--- src/rtl/bscan_chain_pkg.sv ---
package bscan_chain_pkg;

  function automatic int chain_len(input int n_in, input int n_out);
    return n_in + 2 * n_out;
  endfunction

  function automatic int val_base(input int n_in);
    return n_in;
  endfunction

  function automatic int oe_base(input int n_in, input int n_out);
    return n_in + n_out;
  endfunction

endpackage

--- src/rtl/bscan_cell.sv ---
module bscan_cell (
  input  logic tck,
  input  logic rst,
  input  logic cap_en,
  input  logic shift_en,
  input  logic upd_en,
  input  logic cap_d,
  input  logic ser_d,
  output logic ser_q,
  output logic lat_q
);

  // shift stage: capture wins over shift
  always_ff @(posedge tck) begin
    if (rst)           ser_q <= 1'b0;
    else if (cap_en)   ser_q <= cap_d;
    else if (shift_en) ser_q <= ser_d;
  end

  // parallel output latch: moves only on update
  always_ff @(posedge tck) begin
    if (rst)         lat_q <= 1'b0;
    else if (upd_en) lat_q <= ser_q;
  end

endmodule

--- src/rtl/bscan_io_mux.sv ---
module bscan_io_mux #(
  parameter int N_IN  = 4,
  parameter int N_OUT = 3
) (
  input  logic             test_mode,
  input  logic             hold_pins,
  input  logic [N_IN-1:0]  in_lat,
  input  logic [N_OUT-1:0] val_lat,
  input  logic [N_OUT-1:0] oe_lat,
  input  logic [N_IN-1:0]  pin_in,
  input  logic [N_OUT-1:0] core_out,
  input  logic [N_OUT-1:0] core_oe,
  output logic [N_IN-1:0]  core_in,
  output logic [N_OUT-1:0] pin_out,
  output logic [N_OUT-1:0] pin_oe
);

  logic pins_from_lat;
  assign pins_from_lat = test_mode | hold_pins;

  for (genvar k = 0; k < N_IN; k++) begin : g_in
    assign core_in[k] = test_mode ? in_lat[k] : pin_in[k];
  end

  for (genvar k = 0; k < N_OUT; k++) begin : g_out
    assign pin_out[k] = pins_from_lat ? val_lat[k] : core_out[k];
    assign pin_oe[k]  = pins_from_lat ? oe_lat[k]  : core_oe[k];
  end

endmodule

--- src/rtl/bscan_tdo_reg.sv ---
module bscan_tdo_reg (
  input  logic tck,
  input  logic rst,
  input  logic d,
  output logic q
);

  always_ff @(negedge tck) begin
    if (rst) q <= 1'b0;
    else     q <= d;
  end

endmodule

--- src/rtl/bscan_chain.sv ---
module bscan_chain
  import bscan_chain_pkg::*;
#(
  parameter int N_IN  = 4,
  parameter int N_OUT = 3
) (
  input  logic             tck,
  input  logic             rst,
  input  logic             capture_dr,
  input  logic             shift_dr,
  input  logic             update_dr,
  input  logic             tdi,
  input  logic             test_mode,
  input  logic             hold_pins,
  output logic             tdo,
  input  logic [N_IN-1:0]  pin_in,
  output logic [N_IN-1:0]  core_in,
  input  logic [N_OUT-1:0] core_out,
  input  logic [N_OUT-1:0] core_oe,
  output logic [N_OUT-1:0] pin_out,
  output logic [N_OUT-1:0] pin_oe
);

  localparam int LEN  = chain_len(N_IN, N_OUT);
  localparam int VB   = val_base(N_IN);
  localparam int OB   = oe_base(N_IN, N_OUT);

  logic [LEN-1:0] cap_vec;
  logic [LEN-1:0] ser_in;
  logic [LEN-1:0] sr_q;
  logic [LEN-1:0] lat_q;

  // capture sources: pins for input cells, driven pad values for output cells
  assign cap_vec[N_IN-1:0]      = pin_in;
  assign cap_vec[VB +: N_OUT]   = pin_out;
  assign cap_vec[OB +: N_OUT]   = pin_oe;

  // serial path toward position 0
  assign ser_in = {tdi, sr_q[LEN-1:1]};

  for (genvar i = 0; i < LEN; i++) begin : g_cell
    bscan_cell u_cell (
      .tck      (tck),
      .rst      (rst),
      .cap_en   (capture_dr),
      .shift_en (shift_dr),
      .upd_en   (update_dr),
      .cap_d    (cap_vec[i]),
      .ser_d    (ser_in[i]),
      .ser_q    (sr_q[i]),
      .lat_q    (lat_q[i])
    );
  end

  bscan_io_mux #(.N_IN(N_IN), .N_OUT(N_OUT)) u_mux (
    .test_mode (test_mode),
    .hold_pins (hold_pins),
    .in_lat    (lat_q[N_IN-1:0]),
    .val_lat   (lat_q[VB +: N_OUT]),
    .oe_lat    (lat_q[OB +: N_OUT]),
    .pin_in    (pin_in),
    .core_out  (core_out),
    .core_oe   (core_oe),
    .core_in   (core_in),
    .pin_out   (pin_out),
    .pin_oe    (pin_oe)
  );

  bscan_tdo_reg u_tdo (
    .tck (tck),
    .rst (rst),
    .d   (sr_q[0]),
    .q   (tdo)
  );

endmodule

--- config.mk ---
export PLATFORM = sky130hd
export DESIGN_NAME = bscan_chain
export DESIGN_NICKNAME = d
export VERILOG_FILES = /design/src/rtl/bscan_chain_pkg.sv /design/src/rtl/bscan_cell.sv /design/src/rtl/bscan_io_mux.sv /design/src/rtl/bscan_tdo_reg.sv /design/src/rtl/bscan_chain.sv
export SDC_FILE = /design/constraint.sdc
export NUM_CORES = 1
export LEC_CHECK = 0
export BUFFER_PORTS_ARGS = -buffer_cell sky130_fd_sc_hd__buf_2
export CELL_PAD_IN_SITES_DETAIL_PLACEMENT = 1
export CELL_PAD_IN_SITES_GLOBAL_PLACEMENT = 2
export CORE_MARGIN = 2
export CORE_UTILIZATION = 30
export DETAILED_ROUTE_END_ITERATION = 8
export PLACE_DENSITY_LB_ADDON = 0.1
export SKIP_LAST_GASP = 1
export SLEW_MARGIN = 10
export SYNTH_ARGS = -nofsm -noshare
export SYNTH_HDL_FRONTEND = slang
export SYNTH_SLANG_ARGS = --single-unit
--- constraint.sdc ---
create_clock -name tck -period 1.8 [get_ports tck]
set_clock_uncertainty 0.1 [all_clocks]
set_input_delay 0.36 -clock tck [delete_from_list [all_inputs] [get_ports tck]]
set_output_delay 0.36 -clock tck [all_outputs]
set_load 0.01 [all_outputs]
==> results.json, run 1 <==
{
  "family_with_the_most_delay_on_the_worst_path": "flip-flops",
  "violations": "negative setup slack",
  "dpl.hpwl_mm": 1.53,
  "post-route-drc-count": 0,
  "core_region_area_sq_mm": 0.00331,
  "synth.yosys.warnings": 0,
  "cts_tree": "yes",
  "ys_ff_latch": 21,
  "worstPathBufferInverterCount": 1,
  "post-synth-top-area-fraction_pct": 41.3,
  "timing.max_cap.violations": 0,
  "htree_levels": 1,
  "route.detailed.wl_per_inst_um": 12.6,
  "cts_made_buffers": 3,
  "post_cts.repair.setup_buffers": 0,
  "slew-limit-headroom_pct": 68.2,
  "critical_path_arrival_ns": 1.68,
  "cp-end-kind": "output port",
  "synth_area_per_cell_sq_um": 10.2,
  "vias": 747,
  "antenna_left": 0,
  "grt_pass1_wl_mm": 3.59,
  "postLayoutSetupSlackWorst_ns": -0.337,
  "worst_ir_drop_on_vdd_mv": 0.228,
  "critPathLaunchType": "flip-flop",
  "cts.path.max_buffers": 2,
  "mostFrequentLayoutCell": "sky130_fd_sc_hd__buf_2",
  "io_pins": 29,
  "critPathKind": "flip-flop to output port",
  "drt_iter0_drcs": 23,
  "setup_total_negative_slack_ns": -0.337,
  "syn-num-nets": 118,
  "area_growth_pct": 17.3,
  "worstHoldPathType": "input pin to flip-flop",
  "hold_slack_ns": 0.205,
  "finalHoldViolCount": 0,
  "vias_in_the_first_global_route": 776,
  "worstSkewPairLatency_ns": 0.30,
  "synth.distinct_cells": 14,
  "die_h_um": 62.3,
  "cell_count_after_placement": 165,
  "worstReg2RegEnd": "u_tdo.q",
  "cts_hold_buffers": 0,
  "standard_cell_row_count": 21,
  "route.final.wire_length_mm": 2.12,
  "final_max_slew_viol_count": 0,
  "critical_path.cell_chain": "buf_6",
  "report.final.setup_viol": 1,
  "timing_worst_slew_pin_value_ns": 0.476,
  "finalWeightedCongestion": 0.657,
  "clk_pin_slew_ns": 0.12,
  "clockRootBuffer": "sky130_fd_sc_hd__clkbuf_4",
  "ys_seq_area_share_pct": 41.3,
  "cp_max_fo": 1,
  "firstDrtPassIters": 2,
  "ff2ff_setup_slack_ns": 0.28,
  "total_leakage_power_nw": 0.566,
  "layout-drive-gt1-share_pct": 39.8,
  "critPathSlowestCell": "sky130_fd_sc_hd__dfxtp_2",
  "r2r-start": "g_cell[0].u_cell.ser_q",
  "gr-usage-all-layers_pct": 11.8,
  "antenna_cells_inserted": 0,
  "number_of_antenna_violations_at_the_first_check_in_global_routing": 0,
  "post_synth_instance_area_sq_mm": 0.00102,
  "post_drt_via_cell_ratio": 4.42,
  "initial_standard_cell_utilization_of_the_core_pct": 30.8,
  "fp.dieW_um": 62.3,
  "final_nets": 142,
  "hold_startpoint": "pin_in[0]",
  "fp.dieArea_sq_mm": 0.00388,
  "min_delay_worst_endpoint": "g_cell[0].u_cell.ser_q",
  "number_of_cells_on_the_worst_reg_to_reg_path": 1,
  "crit_required_ns": 1.34,
  "critical-path-max-stage-delay_ns": 0.31,
  "finalNonFillerCells": 169,
  "grt_max_degree": 21,
  "synth_top_area_cell": "sky130_fd_sc_hd__dfxtp_1",
  "synthesis.instances": 100,
  "layout.cells.most_common_list": "sky130_fd_sc_hd__buf_2, sky130_fd_sc_hd__dfxtp_1, sky130_fd_sc_hd__mux2i_1, sky130_fd_sc_hd__a21oi_1, sky130_fd_sc_hd__nor2_1",
  "status": "finished, violations left",
  "power_per_cell_area_mw_per_mm2": 748,
  "number_of_buffers_inserted_by_port_buffering": 28,
  "hold_path_depth": 3,
  "synthTopCellsByArea": "sky130_fd_sc_hd__dfxtp_1, sky130_fd_sc_hd__mux2i_1, sky130_fd_sc_hd__mux2_2, sky130_fd_sc_hd__mux2_4, sky130_fd_sc_hd__buf_4",
  "grt_remaining_overflow": 0,
  "unrepaired_setup_endpoints_after_global_routing": "yes",
  "tritoncts_num_sinks": 21
}
[cell families after synthesis]
group / share of synthesized area (%)
buf+inv: 7.62
simple gates: 8.35
compound gates: 9.34
flops: 41.3
mux: 33.4
[final cells by class]
class                           count  area [sq um]
Clock inverter                      1          3.75
Clock buffer                        4          26.3
Tap cell                           46          57.6
Multi-Input combinational cell     66           520
Sequential cell                    21           422
Timing Repair Buffer               30           161
Fill cell                         412          2120
Inverter                            1          3.75
[cells in the mapped netlist (all sizes together)]
cell    instances
clkbuf          2
nor2b           1
inv             2
nand2           8
buf             9
a21oi          10
nor2           11
dfxtp          21
mux2i          16
o21a            6
mux2           14
[routing by layer]
metal  GRT usage [%]  up-vias  part of all wire (%)
li1                -      383                     -
met1            12.9      341                    47
met2            21.1       19                    46
met3            3.26        4                   5.8
met4            5.83        0                   2.1
met5               0        -                     0
[state kept, by name, indices dropped and copies added, names as in the netlist]
| signal | count |
|---|---|
| g_cell.u_cell.lat_q | 10 |
| g_cell.u_cell.ser_q | 10 |
| u_tdo.q | 1 |
[stage by stage]
step                      total power (W)  setup WS [ns]  area, sq um  utilization (%)
after floorplan                  0.000631          0.109         1020                -
after global placement           0.000674         0.0427         1160             35.1
after detailed placement         0.000677         0.0303         1160             35.1
after CTS                        0.000911         -0.356         1190             35.9
after global routing             0.000952         -0.383         1190             36.1
final                            0.000893         -0.337         1190             36.1
[power breakdown]
group	internal, W	switching (W)	leakage [nW]
Clock	0.0000892	0.000147	0.0203
Sequential	0.000488	0.0000149	0.172
Combinational	0.0000816	0.0000725	0.373
[worst max-delay path by stage]
stage / from / end / cells past startpoint
floorplan: u_tdo.q / tdo / 0
global placement: u_tdo.q / tdo / 1
detailed placement: u_tdo.q / tdo / 1
CTS: u_tdo.q / tdo / 1
global route: u_tdo.q / tdo / 1
finish: u_tdo.q / tdo / 1
[tightest hold or removal path: stages]
cell and delay (ns):
sky130_fd_sc_hd__buf_2 0.11, sky130_fd_sc_hd__nand2_1 0.06, sky130_fd_sc_hd__a21oi_1 0.05
[timing repair]
item / in CTS / in global routing
gates resized for setup: 0 / 2
endpoints found under the setup margin: 1 / 1
cloned: 0 / 0
Note: power is estimated with default switching activity, not from simulation.
==> inputs of run 2 (changes only) <==
--- a/config.mk
+++ b/config.mk
@@ -10,8 +10,10 @@
 export CELL_PAD_IN_SITES_GLOBAL_PLACEMENT = 2
 export CORE_MARGIN = 2
 export CORE_UTILIZATION = 30
+export CTS_CLUSTER_SIZE = 12
 export DETAILED_ROUTE_END_ITERATION = 8
 export PLACE_DENSITY_LB_ADDON = 0.1
+export REMOVE_ABC_BUFFERS = 1
 export SKIP_LAST_GASP = 1
 export SLEW_MARGIN = 10
 export SYNTH_ARGS = -nofsm -noshare
==> run 2 against run 1 <==
Net effect:
- the flow still finishes with violations (negative setup slack)
- first-iteration DRC count down 78%
- critical path type unchanged
- largest cell class unchanged
- setup slack better by 0.00068 ns
- total power about the same
==> results.json, run 2 (synthesis results as in run 1) <==
{
  "seq_power_share_pct": 56.2,
  "slew-limit-headroom_pct": 68.1,
  "gr-usage-all-layers_pct": 13.2,
  "layout-drive-gt1-share_pct": 39.0,
  "post_drt_via_cell_ratio": 4.58,
  "finalNonFillerCells": 169,
  "standard_cell_row_count": 21,
  "route.detailed.wl_per_inst_um": 13.4,
  "grt_remaining_overflow": 0,
  "cts_made_buffers": 3,
  "htree_levels": 1,
  "switching_share_pct": 27.0,
  "vias_in_the_first_global_route": 818,
  "worstSkewPairLatency_ns": 0.31,
  "status": "finished, violations left",
  "number_of_cells_on_the_worst_reg_to_reg_path": 1,
  "footprint_of_the_multi_input_gates_sq_um": 520,
  "mostFrequentLayoutCell": "sky130_fd_sc_hd__buf_2",
  "finalWeightedCongestion": 0.693,
  "area_growth_pct": 16.6,
  "io_pins": 29,
  "tritoncts_num_sinks": 21,
  "clkPwrFrac_pct": 26.4,
  "cp-end-kind": "output port",
  "worstReg2RegEnd": "u_tdo.q",
  "report.final.setup_viol": 1,
  "power_per_cell_area_mw_per_mm2": 753,
  "core_region_area_sq_mm": 0.00331,
  "top_regs": "g_cell.u_cell.lat_q x10, g_cell.u_cell.ser_q x10, u_tdo.q x1",
  "r2r-start": "g_cell[0].u_cell.ser_q",
  "drt_iter0_drcs": 5,
  "placed_area_sq_mm": 0.00116,
  "fp.dieW_um": 62.3,
  "power.internal_w": 0.000652,
  "critPathCapture": "tdo",
  "final_nets": 142,
  "family_with_the_most_delay_on_the_worst_path": "flip-flops",
  "unrepaired_setup_endpoints_after_global_routing": "yes",
  "critPathKind": "flip-flop to output port",
  "total_leakage_power_nw": 0.569,
  "postLayoutSetupSlackWorst_ns": -0.337,
  "antenna_cells_inserted": 0,
  "net-switching-power_w": 0.000242,
  "timing.critical_path.depth": 1,
  "post-route-drc-count": 0,
  "critPathSlowestCell": "sky130_fd_sc_hd__dfxtp_1",
  "dpl_worst_slack_ns": 0.0434,
  "cp_max_fo": 1,
  "antenna_left": 0,
  "share_of_the_core_filled_with_cells_pct": 35.9,
  "post_cts_resized": 0,
  "pwr-share-comb_pct": 17.4,
  "setup.worst_path.start": "u_tdo.q",
  "timing_worst_slew_pin_value_ns": 0.478,
  "die_h_um": 62.3,
  "number_of_antenna_violations_at_the_first_check_in_global_routing": 0,
  "clk_pin_slew_ns": 0.12,
  "critical-path-max-stage-delay_ns": 0.28,
  "grt_max_degree": 21,
  "critical_path.cell_chain": "buf_2",
  "firstDrtPassIters": 2,
  "fp.dieArea_sq_mm": 0.00388,
  "route.final.wire_length_mm": 2.27,
  "critical_path_arrival_ns": 1.68,
  "worst_ir_drop_on_vdd_mv": 0.305,
  "grt_pass1_wl_mm": 3.93,
  "worstPathBufferInverterCount": 1,
  "setup_total_negative_slack_ns": -0.337,
  "final_max_slew_viol_count": 0,
  "crit_required_ns": 1.34,
  "initial_standard_cell_utilization_of_the_core_pct": 30.8,
  "vias": 774,
  "timing.max_cap.violations": 0,
  "ff_latch_area_sq_um": 420,
  "clockRootBuffer": "sky130_fd_sc_hd__clkbuf_4",
  "finalHoldViolCount": 0,
  "number_of_buffers_inserted_by_port_buffering": 28,
  "cts_tree": "yes",
  "layout.cells.most_common_list": "sky130_fd_sc_hd__buf_2, sky130_fd_sc_hd__dfxtp_1, sky130_fd_sc_hd__mux2i_1, sky130_fd_sc_hd__a21oi_1, sky130_fd_sc_hd__nor2_1",
  "cts.path.max_buffers": 2,
  "ff2ff_setup_slack_ns": 0.28,
  "cell_count_after_placement": 165,
  "worstHoldPathType": "input pin to flip-flop",
  "n_fill_cell": 413,
  "violations": "negative setup slack",
  "dpl.hpwl_mm": 1.66,
  "final_design_area_no_fill_sq_mm": 0.00119,
  "critPathLaunchType": "flip-flop"
}
run 2: cell count changes in the layout (fill, tap and decap cells not counted):
cell	before	now
sky130_fd_sc_hd__clkbuf_1	1	0
sky130_fd_sc_hd__buf_6	1	0
sky130_fd_sc_hd__dfxtp_2	1	0
sky130_fd_sc_hd__inv_1	2	3
sky130_fd_sc_hd__dfxtp_1	20	21
sky130_fd_sc_hd__buf_2	27	28
run 2: how the worst min path moves through the flow:
stage / startpoint / endpoint / slack (ns) / cells past startpoint
CTS: pin_in[0] / g_cell[0].u_cell.ser_q / 0.18 / 3
floorplan: rst / g_cell[0].u_cell.ser_q / 0.33 / 1
global placement: g_cell[2].u_cell.lat_q / g_cell[2].u_cell.lat_q / 0.37 / 2
detailed placement: g_cell[4].u_cell.lat_q / g_cell[4].u_cell.lat_q / 0.39 / 2
finish: pin_in[0] / g_cell[0].u_cell.ser_q / 0.19 / 3
global route: pin_in[0] / g_cell[0].u_cell.ser_q / 0.18 / 3
run 2: routing by layer:
| metal | global-route usage (%) | share of wire [%] | routed length, um |
|---|---|---|---|
| met1 | 15.8 | 48 | 1090 |
| met2 | 22.0 | 44 | 1010 |
| met3 | 2.72 | 4.7 | 107 |
| met5 | 0 | 0 | 0 |
| met4 | 7.50 | 2.8 | 63 |
run 2: metrics by stage:
stage | hold slack (ns) | total power (W)
final | 0.187 | 0.000894
after global routing | 0.177 | 0.000953
after CTS | 0.175 | 0.000917
after detailed placement | 0.385 | 0.000679
after global placement | 0.370 | 0.000675
after floorplan | 0.329 | 0.000604
run 2: final cells by class:
type / count / area share [%]
clock inverters: 2 / 0.632
multi-input cells: 66 / 43.8
inverters: 1 / 0.316
clock buffers: 3 / 1.90
flip-flops and latches: 21 / 35.4
well taps: 46 / 4.85
repair buffers: 30 / 13.1
run 2: power by group through the flow:
stage               clock network, W   logic, W  registers [W]
floorplan                 0.00000695  0.0000881       0.000508
global placement          0.00000695   0.000155       0.000513
detailed placement        0.00000695   0.000159       0.000513
CTS                         0.000255   0.000159       0.000503
global route                0.000274   0.000174       0.000506
finish                      0.000236   0.000156       0.000503
run 2: what timing repair did:
item,in CTS,in global routing
hold buffers,0,0
setup buffers,0,0
endpoints found under the setup margin,1,1
